### config.mk
export PLATFORM = sky130hd
export DESIGN_NAME = vic_ctrl
export DESIGN_NICKNAME = d
export VERILOG_FILES = /design/src/rtl/vic_pkg.sv /design/src/rtl/vic_regs.sv /design/src/rtl/vic_latch.sv /design/src/rtl/vic_arb.sv /design/src/rtl/vic_ctrl.sv
export SDC_FILE = /design/constraint.sdc
export NUM_CORES = 1
export LEC_CHECK = 0
export BUFFER_PORTS_ARGS = -buffer_cell sky130_fd_sc_hd__buf_2
export CORE_MARGIN = 5
export CORE_UTILIZATION = 25
export CTS_CLUSTER_DIAMETER = 80
export DETAILED_ROUTE_END_ITERATION = 12
export GPL_TIMING_DRIVEN = 0
export SETUP_SLACK_MARGIN = 0.4
export SLEW_MARGIN = 10
export SYNTH_ARGS = -nofsm -noshare
export SYNTH_HDL_FRONTEND = slang
export SYNTH_SLANG_ARGS = --single-unit
export TNS_END_PERCENT = 50
### constraint.sdc
create_clock -name clk -period 2.3 [get_ports clk]
set_clock_uncertainty 0.2 [all_clocks]
set_input_delay 0.115 -clock clk [delete_from_list [all_inputs] [get_ports clk]]
set_output_delay 0.115 -clock clk [all_outputs]
set_load 0.01 [all_outputs]
### src/rtl/vic_pkg.sv
package vic_pkg;
    localparam int VIC_NSRC = 5;
    localparam int VIC_IW   = $clog2(VIC_NSRC);

    typedef enum logic [0:0] {
        ST_IDLE = 1'b0,
        ST_REQ  = 1'b1
    } vic_state_e;
endpackage

### src/rtl/vic_regs.sv
module vic_regs #(
    parameter int         NSRC     = vic_pkg::VIC_NSRC,
    parameter logic [7:0] ADDR_EN  = 8'hA8,
    parameter logic [7:0] ADDR_PRI = 8'hB8
) (
    input  logic            clk,
    input  logic            rst_n,
    input  logic            wr_en,
    input  logic [7:0]      addr,
    input  logic [7:0]      wdata,
    output logic [7:0]      rdata,
    input  logic            bit_we,
    input  logic [7:0]      bit_addr,
    input  logic            bit_val,
    output logic [NSRC-1:0] en_q,
    output logic            gen_q,
    output logic [NSRC-1:0] pri_q
);
    logic bit_en_hit, bit_pri_hit;
    assign bit_en_hit  = bit_we && (bit_addr[7:3] == ADDR_EN[7:3]);
    assign bit_pri_hit = bit_we && (bit_addr[7:3] == ADDR_PRI[7:3]);

    always_ff @(posedge clk) begin
        if (!rst_n) begin
            en_q  <= '0;
            gen_q <= 1'b0;
            pri_q <= '0;
        end else begin
            if (wr_en && addr == ADDR_EN) begin
                en_q  <= wdata[NSRC-1:0];
                gen_q <= wdata[7];
            end
            if (wr_en && addr == ADDR_PRI)
                pri_q <= wdata[NSRC-1:0];
            if (bit_en_hit) begin
                if (bit_addr[2:0] == 3'd7)
                    gen_q <= bit_val;
                else if (int'(bit_addr[2:0]) < NSRC)
                    en_q[bit_addr[2:0]] <= bit_val;
            end
            if (bit_pri_hit && int'(bit_addr[2:0]) < NSRC)
                pri_q[bit_addr[2:0]] <= bit_val;
        end
    end

    always_comb begin
        rdata = '0;
        if (addr == ADDR_EN) begin
            rdata[NSRC-1:0] = en_q;
            rdata[7]        = gen_q;
        end else if (addr == ADDR_PRI) begin
            rdata[NSRC-1:0] = pri_q;
        end
    end
endmodule

### src/rtl/vic_latch.sv
module vic_latch #(
    parameter int NSRC = vic_pkg::VIC_NSRC
) (
    input  logic            clk,
    input  logic            rst_n,
    input  logic            stb,
    input  logic [NSRC-1:0] raw,
    output logic [NSRC-1:0] lat
);
    always_ff @(posedge clk) begin
        if (!rst_n)   lat <= '0;
        else if (stb) lat <= raw;
    end

    AST_LATCH_HOLD: assert property (@(posedge clk) disable iff (!rst_n)
        !stb |=> $stable(lat));
endmodule

### src/rtl/vic_arb.sv
module vic_arb #(
    parameter int NSRC = vic_pkg::VIC_NSRC,
    localparam int IW  = $clog2(NSRC)
) (
    input  logic            clk,
    input  logic            rst_n,
    input  logic [NSRC-1:0] lat,
    input  logic [NSRC-1:0] en,
    input  logic            gen,
    input  logic [NSRC-1:0] pri,
    input  logic            isv_hi,
    input  logic            isv_lo,
    output logic            pick_valid,
    output logic            pick_hi,
    output logic [IW-1:0]   pick_idx
);
    logic [NSRC-1:0] live, hi_set, lo_set;
    logic            hi_any, lo_any;
    logic [IW-1:0]   hi_idx, lo_idx;

    assign live   = gen ? (lat & en) : '0;
    assign hi_set = live & pri;
    assign lo_set = live & ~pri;

    always_comb begin
        hi_any = 1'b0; lo_any = 1'b0;
        hi_idx = '0;   lo_idx = '0;
        for (int i = NSRC - 1; i >= 0; i--) begin
            if (hi_set[i]) begin hi_any = 1'b1; hi_idx = IW'(i); end
            if (lo_set[i]) begin lo_any = 1'b1; lo_idx = IW'(i); end
        end
    end

    always_comb begin
        pick_valid = 1'b0;
        pick_hi    = 1'b0;
        pick_idx   = '0;
        if (hi_any && !isv_hi) begin
            pick_valid = 1'b1;
            pick_hi    = 1'b1;
            pick_idx   = hi_idx;
        end else if (lo_any && !isv_hi && !isv_lo) begin
            pick_valid = 1'b1;
            pick_idx   = lo_idx;
        end
    end

    AST_PICK_ENABLED: assert property (@(posedge clk) disable iff (!rst_n)
        pick_valid |-> (gen && en[pick_idx] && lat[pick_idx]));
    AST_PICK_LEVEL: assert property (@(posedge clk) disable iff (!rst_n)
        pick_valid |-> (pri[pick_idx] == pick_hi));
endmodule

### src/rtl/vic_ctrl.sv
module vic_ctrl #(
    parameter int          NSRC     = vic_pkg::VIC_NSRC,
    parameter logic [7:0]  ADDR_EN  = 8'hA8,
    parameter logic [7:0]  ADDR_PRI = 8'hB8,
    parameter logic [15:0] VEC_BASE = 16'h0003,
    parameter logic [15:0] VEC_STEP = 16'h0008
) (
    input  logic        clk,
    input  logic        rst_n,
    input  logic        ext0_in,
    input  logic        tmr0_ovf,
    input  logic        ext1_in,
    input  logic        tmr1_ovf,
    input  logic        ser_rx_flag,
    input  logic        ser_tx_flag,
    input  logic        latch_stb,
    input  logic        poll_stb,
    input  logic        sfr_we,
    input  logic [7:0]  sfr_addr,
    input  logic [7:0]  sfr_wdata,
    output logic [7:0]  sfr_rdata,
    input  logic        bit_we,
    input  logic [7:0]  bit_addr,
    input  logic        bit_val,
    output logic        irq_req,
    output logic [15:0] irq_vec,
    output logic        irq_hi,
    input  logic        irq_ack,
    input  logic        reti
);
    import vic_pkg::*;
    localparam int IW = $clog2(NSRC);

    logic [NSRC-1:0] raw, lat, en, pri;
    logic            gen;
    logic            pick_valid, pick_hi;
    logic [IW-1:0]   pick_idx, idx_q;
    logic            hi_q, isv_hi, isv_lo;
    vic_state_e      state_q, state_d;

    assign raw = {ser_rx_flag | ser_tx_flag, tmr1_ovf, ext1_in, tmr0_ovf, ext0_in};

    vic_regs #(.NSRC(NSRC), .ADDR_EN(ADDR_EN), .ADDR_PRI(ADDR_PRI)) u_regs (
        .clk(clk), .rst_n(rst_n), .wr_en(sfr_we), .addr(sfr_addr),
        .wdata(sfr_wdata), .rdata(sfr_rdata), .bit_we(bit_we),
        .bit_addr(bit_addr), .bit_val(bit_val), .en_q(en), .gen_q(gen),
        .pri_q(pri)
    );

    vic_latch #(.NSRC(NSRC)) u_latch (
        .clk(clk), .rst_n(rst_n), .stb(latch_stb), .raw(raw), .lat(lat)
    );

    vic_arb #(.NSRC(NSRC)) u_arb (
        .clk(clk), .rst_n(rst_n), .lat(lat), .en(en), .gen(gen), .pri(pri),
        .isv_hi(isv_hi), .isv_lo(isv_lo), .pick_valid(pick_valid),
        .pick_hi(pick_hi), .pick_idx(pick_idx)
    );

    // state register, captured winner and in-service flags
    always_ff @(posedge clk) begin
        if (!rst_n) begin
            state_q <= ST_IDLE;
            idx_q   <= '0;
            hi_q    <= 1'b0;
            isv_hi  <= 1'b0;
            isv_lo  <= 1'b0;
        end else begin
            state_q <= state_d;
            if (state_q == ST_IDLE && state_d == ST_REQ) begin
                idx_q <= pick_idx;
                hi_q  <= pick_hi;
            end
            if (reti) begin
                if (isv_hi) isv_hi <= 1'b0;
                else        isv_lo <= 1'b0;
            end
            if (state_q == ST_REQ && irq_ack) begin
                if (hi_q) isv_hi <= 1'b1;
                else      isv_lo <= 1'b1;
            end
        end
    end

    // next state and outputs
    always_comb begin
        state_d = state_q;
        irq_req = 1'b0;
        unique case (state_q)
            ST_IDLE: if (poll_stb && pick_valid) state_d = ST_REQ;   // grant
            ST_REQ: begin
                irq_req = 1'b1;
                if (irq_ack) state_d = ST_IDLE;                      // accept
            end
            default: state_d = ST_IDLE;
        endcase
    end

    assign irq_hi  = hi_q;
    assign irq_vec = VEC_BASE + ({{(16-IW){1'b0}}, idx_q} * VEC_STEP);

    AST_REQ_HOLD: assert property (@(posedge clk) disable iff (!rst_n)
        (irq_req && !irq_ack) |=> (irq_req && $stable(irq_vec)));
    AST_GLOBAL_OFF: assert property (@(posedge clk) disable iff (!rst_n)
        (!irq_req && !gen) |=> !irq_req);
    AST_HI_NO_NEST: assert property (@(posedge clk) disable iff (!rst_n)
        irq_req |-> !isv_hi);
    AST_LO_BLOCKED: assert property (@(posedge clk) disable iff (!rst_n)
        (irq_req && !irq_hi) |-> !isv_lo);
endmodule

==> results_dict.tcl <==
set metrics [dict create \
    drtAntennaViolNets 0 \
    dpl_cell_area_um2 1830 \
    grt_use_met3 0.0295 \
    synth_fa_ha_area_frac 0 \
    p_comb_frac 0.169 \
    r2r_setup_slack_ns 0.51 \
    die_height_um 86.5 \
    hold_class "primary input to flop" \
    hpwlAfterDp_um 3130 \
    die_area_um2 7490 \
    first_iter_violations 51 \
    synth_xor_area_frac 0 \
    cts.sinks 23 \
    startpoint_type "flop" \
    p_leak_nw 0.895 \
    ios 65 \
    final_area_um2 2090 \
    drt-total-wl_um 3910 \
    pre_cts_ws_ns 0.220 \
    worst_pin_slew_ns 0.505 \
    register_area_um2 460 \
    synth_top_family_by_area "simple AND/OR/NAND/NOR gates" \
    cts_made_buffers 3 \
    path_max_fanout 10 \
    rsz0062_at_grt "false" \
    grtUsageTotal 0.109 \
    grt_overflow 0 \
    async_reset_ff_frac 0 \
    grt_busiest_layer "met2" \
    setup_viol 0 \
    core_um2 5610 \
    synthSimpleGateAreaFrac 0.266 \
    initial_utilization 0.261 \
    nNetsFinal 305 \
    layout_commonest_cell "buf_2" \
    swShare 0.246 \
    synth_mux_area_frac 0.144 \
    antenna_found_initial 0 \
    synth.distinct_cells 34 \
    ir_drop_mv 0.222 \
    grt_pass1_wl_um 6560 \
    ctsHtreeMaxLevel 1 \
    arrival_ns 1.76 \
    powerDensity_nw_per_um2 383 \
    post-route-min-period_ns 1.79 \
    worstSetupStartpoint "u_regs.gen_q" \
    multiInputGateArea_um2 897 \
    clock.fmax_ghz 0.559 \
    power_frac_clock 0.321 \
    netlist_instances 183 \
    cts_tree "built" \
    syn_area_per_cell_um2 8.00 \
    cts_setup_buffers 0 \
    outcome "complete, no violations" \
    viasPerCell 4.47 \
    critical_path.endpoint_type "flop" \
    cts-root-buf "clkbuf_8" \
    grt_pass1_vias 1460 \
    synth_compound_area_frac 0.152 \
    wire_per_inst_um 11.6 \
    seqPwrFrac 0.511 \
    drt-pass1-iter-count 4 \
    port_buffers 45 \
    clk_pin_slew_ns 0.08 \
    drc 0 \
    r2r-end "state_q" \
    area_delta_synth_final_pct 43.0 \
    ys.flop_type "dfxtp_1" \
    critPathKind "flop to flop" \
    slew-limit-headroom 0.660 \
    endpoint "state_q" \
    worst_slack_ns 0.510 \
    r2r_start "u_regs.gen_q" \
    fin_crit_sh 0.778 \
    drv_cap 0 \
    ff2ff_path_depth 6 \
    ys_ff_latch 23 \
    gp_congestion 0.836 \
    die_width_um 86.5 \
    met1_usage 0.141 \
    most-common-layout-cells "buf_2, dfxtp_1, mux2i_1, dlygate4sd3_1" \
    drive_above_1_share 0.272 \
    synth_area_um2 1460 \
    row_count 27 \
    grt_use_met2 0.179 \
    grt_max_degree 13 \
    slew_violations 0 \
    ys_warn_count 0 \
    diodes 0 \
    intPower_mw 0.604 \
    synth_edf_count 0 \
    clk_path_buf_depth 2 \
    setup_tns_ns 0 \
    clk_latency_ns 0.27 \
    vias 1507 \
    yosysSeqAreaShare 0.315 \
    hold_viol_final 0 \
    p_switching_mw 0.197 \
    cp.required_ns 2.27 \
    num-fill-cells 605 \
]
[stage by stage]
stage,instances,util,total power [mW],hold WS [ns]
after floorplan,196,-,0.484,0.0632
after global placement,313,0.326,0.527,0.176
after detailed placement,313,0.326,0.527,0.183
after CTS,337,0.371,0.806,0.0269
after global routing,337,0.373,0.845,0.0616
final,337,0.373,0.802,0.0196
[power by group through the flow]
stage	clock (mW)	sequential (mW)	combinational [mW]
3_5_place_dp	0	0.419	0.108
5_1_grt	0.283	0.411	0.152
6_report	0.257	0.409	0.135
2_1_floorplan	0	0.417	0.0668
4_1_cts	0.263	0.409	0.134
3_3_place_gp	0	0.419	0.108
[cells by family after synthesis]
group           after synthesis
simple gates                 68
mux                          21
flops                        23
other cells                   2
buf+inv                      29
compound gates               40
[flip-flops by register name (all words and copies together), names as in the netlist]
register / flops
isv_hi: 1
irq_hi: 1
u_regs.pri_q: 5
u_latch.lat: 5
u_regs.en_q: 5
u_regs.gen_q: 1
state_q: 1
isv_lo: 1
idx_q: 3
[synth_stat cells, types with 2 or more instances]
cell type	n	area, µm²
nand3_1	5	25.0
nor2_1	9	33.8
clkbuf_1	4	15.0
nand4_1	6	37.5
mux2i_1	21	210
nor4_1	5	31.3
nor3b_1	2	15.0
o21ai_0	21	105
dfxtp_1	23	460
a21oi_1	12	60.1
inv_1	7	26.3
nand4b_1	6	52.6
conb_1	2	7.51
and2_1	2	12.5
nor2b_1	8	50.1
buf_4	15	113
nand2_1	18	67.6
[worst max-delay path, stage by stage (launching register included)]
cell and delay (ns):
dfxtp_1 0.33, buf_2 0.18, nand4b_1 0.15, o21ai_2 0.10, o31ai_2 0.34, nand2_1 0.18
o21a_1 0.20
[metal layers]
metal,vias up,share of wire
met5,-,0
met2,43,0.47
li1,786,-
met3,5,0.068
met1,673,0.45
met4,0,0.0089
[final cells by class]
cell class / instances / area share
plain buffers: 22 / 0.0711
clock buffers: 4 / 0.0215
inverters: 7 / 0.0126
multi-input cells: 144 / 0.429
flip-flops and latches: 23 / 0.220
well taps: 72 / 0.0430
repair buffers: 65 / 0.203
[worst min path at each step]
| stage | slack [ns] | end | cells past startpoint | startpoint |
|---|---|---|---|---|
| final | 0.02 | u_latch.lat[4] | 2 | latch_stb |
| after CTS | 0.03 | u_latch.lat[4] | 2 | latch_stb |
| after global placement | 0.18 | u_latch.lat[2] | 3 | ext1_in |
| after detailed placement | 0.18 | u_latch.lat[0] | 3 | ext0_in |
| after global routing | 0.06 | u_latch.lat[4] | 2 | latch_stb |
| after floorplan | 0.06 | idx_q[1] | 2 | rst_n |
[repair_timing]
item                       CTS  global route
setup endpoints to repair    5             6
pin swaps                    1             1
resized for setup            4             5
hold endpoints to repair    21             0
hold buffers                20             0
No activity file was read; power rests on OpenSTA's default activity.
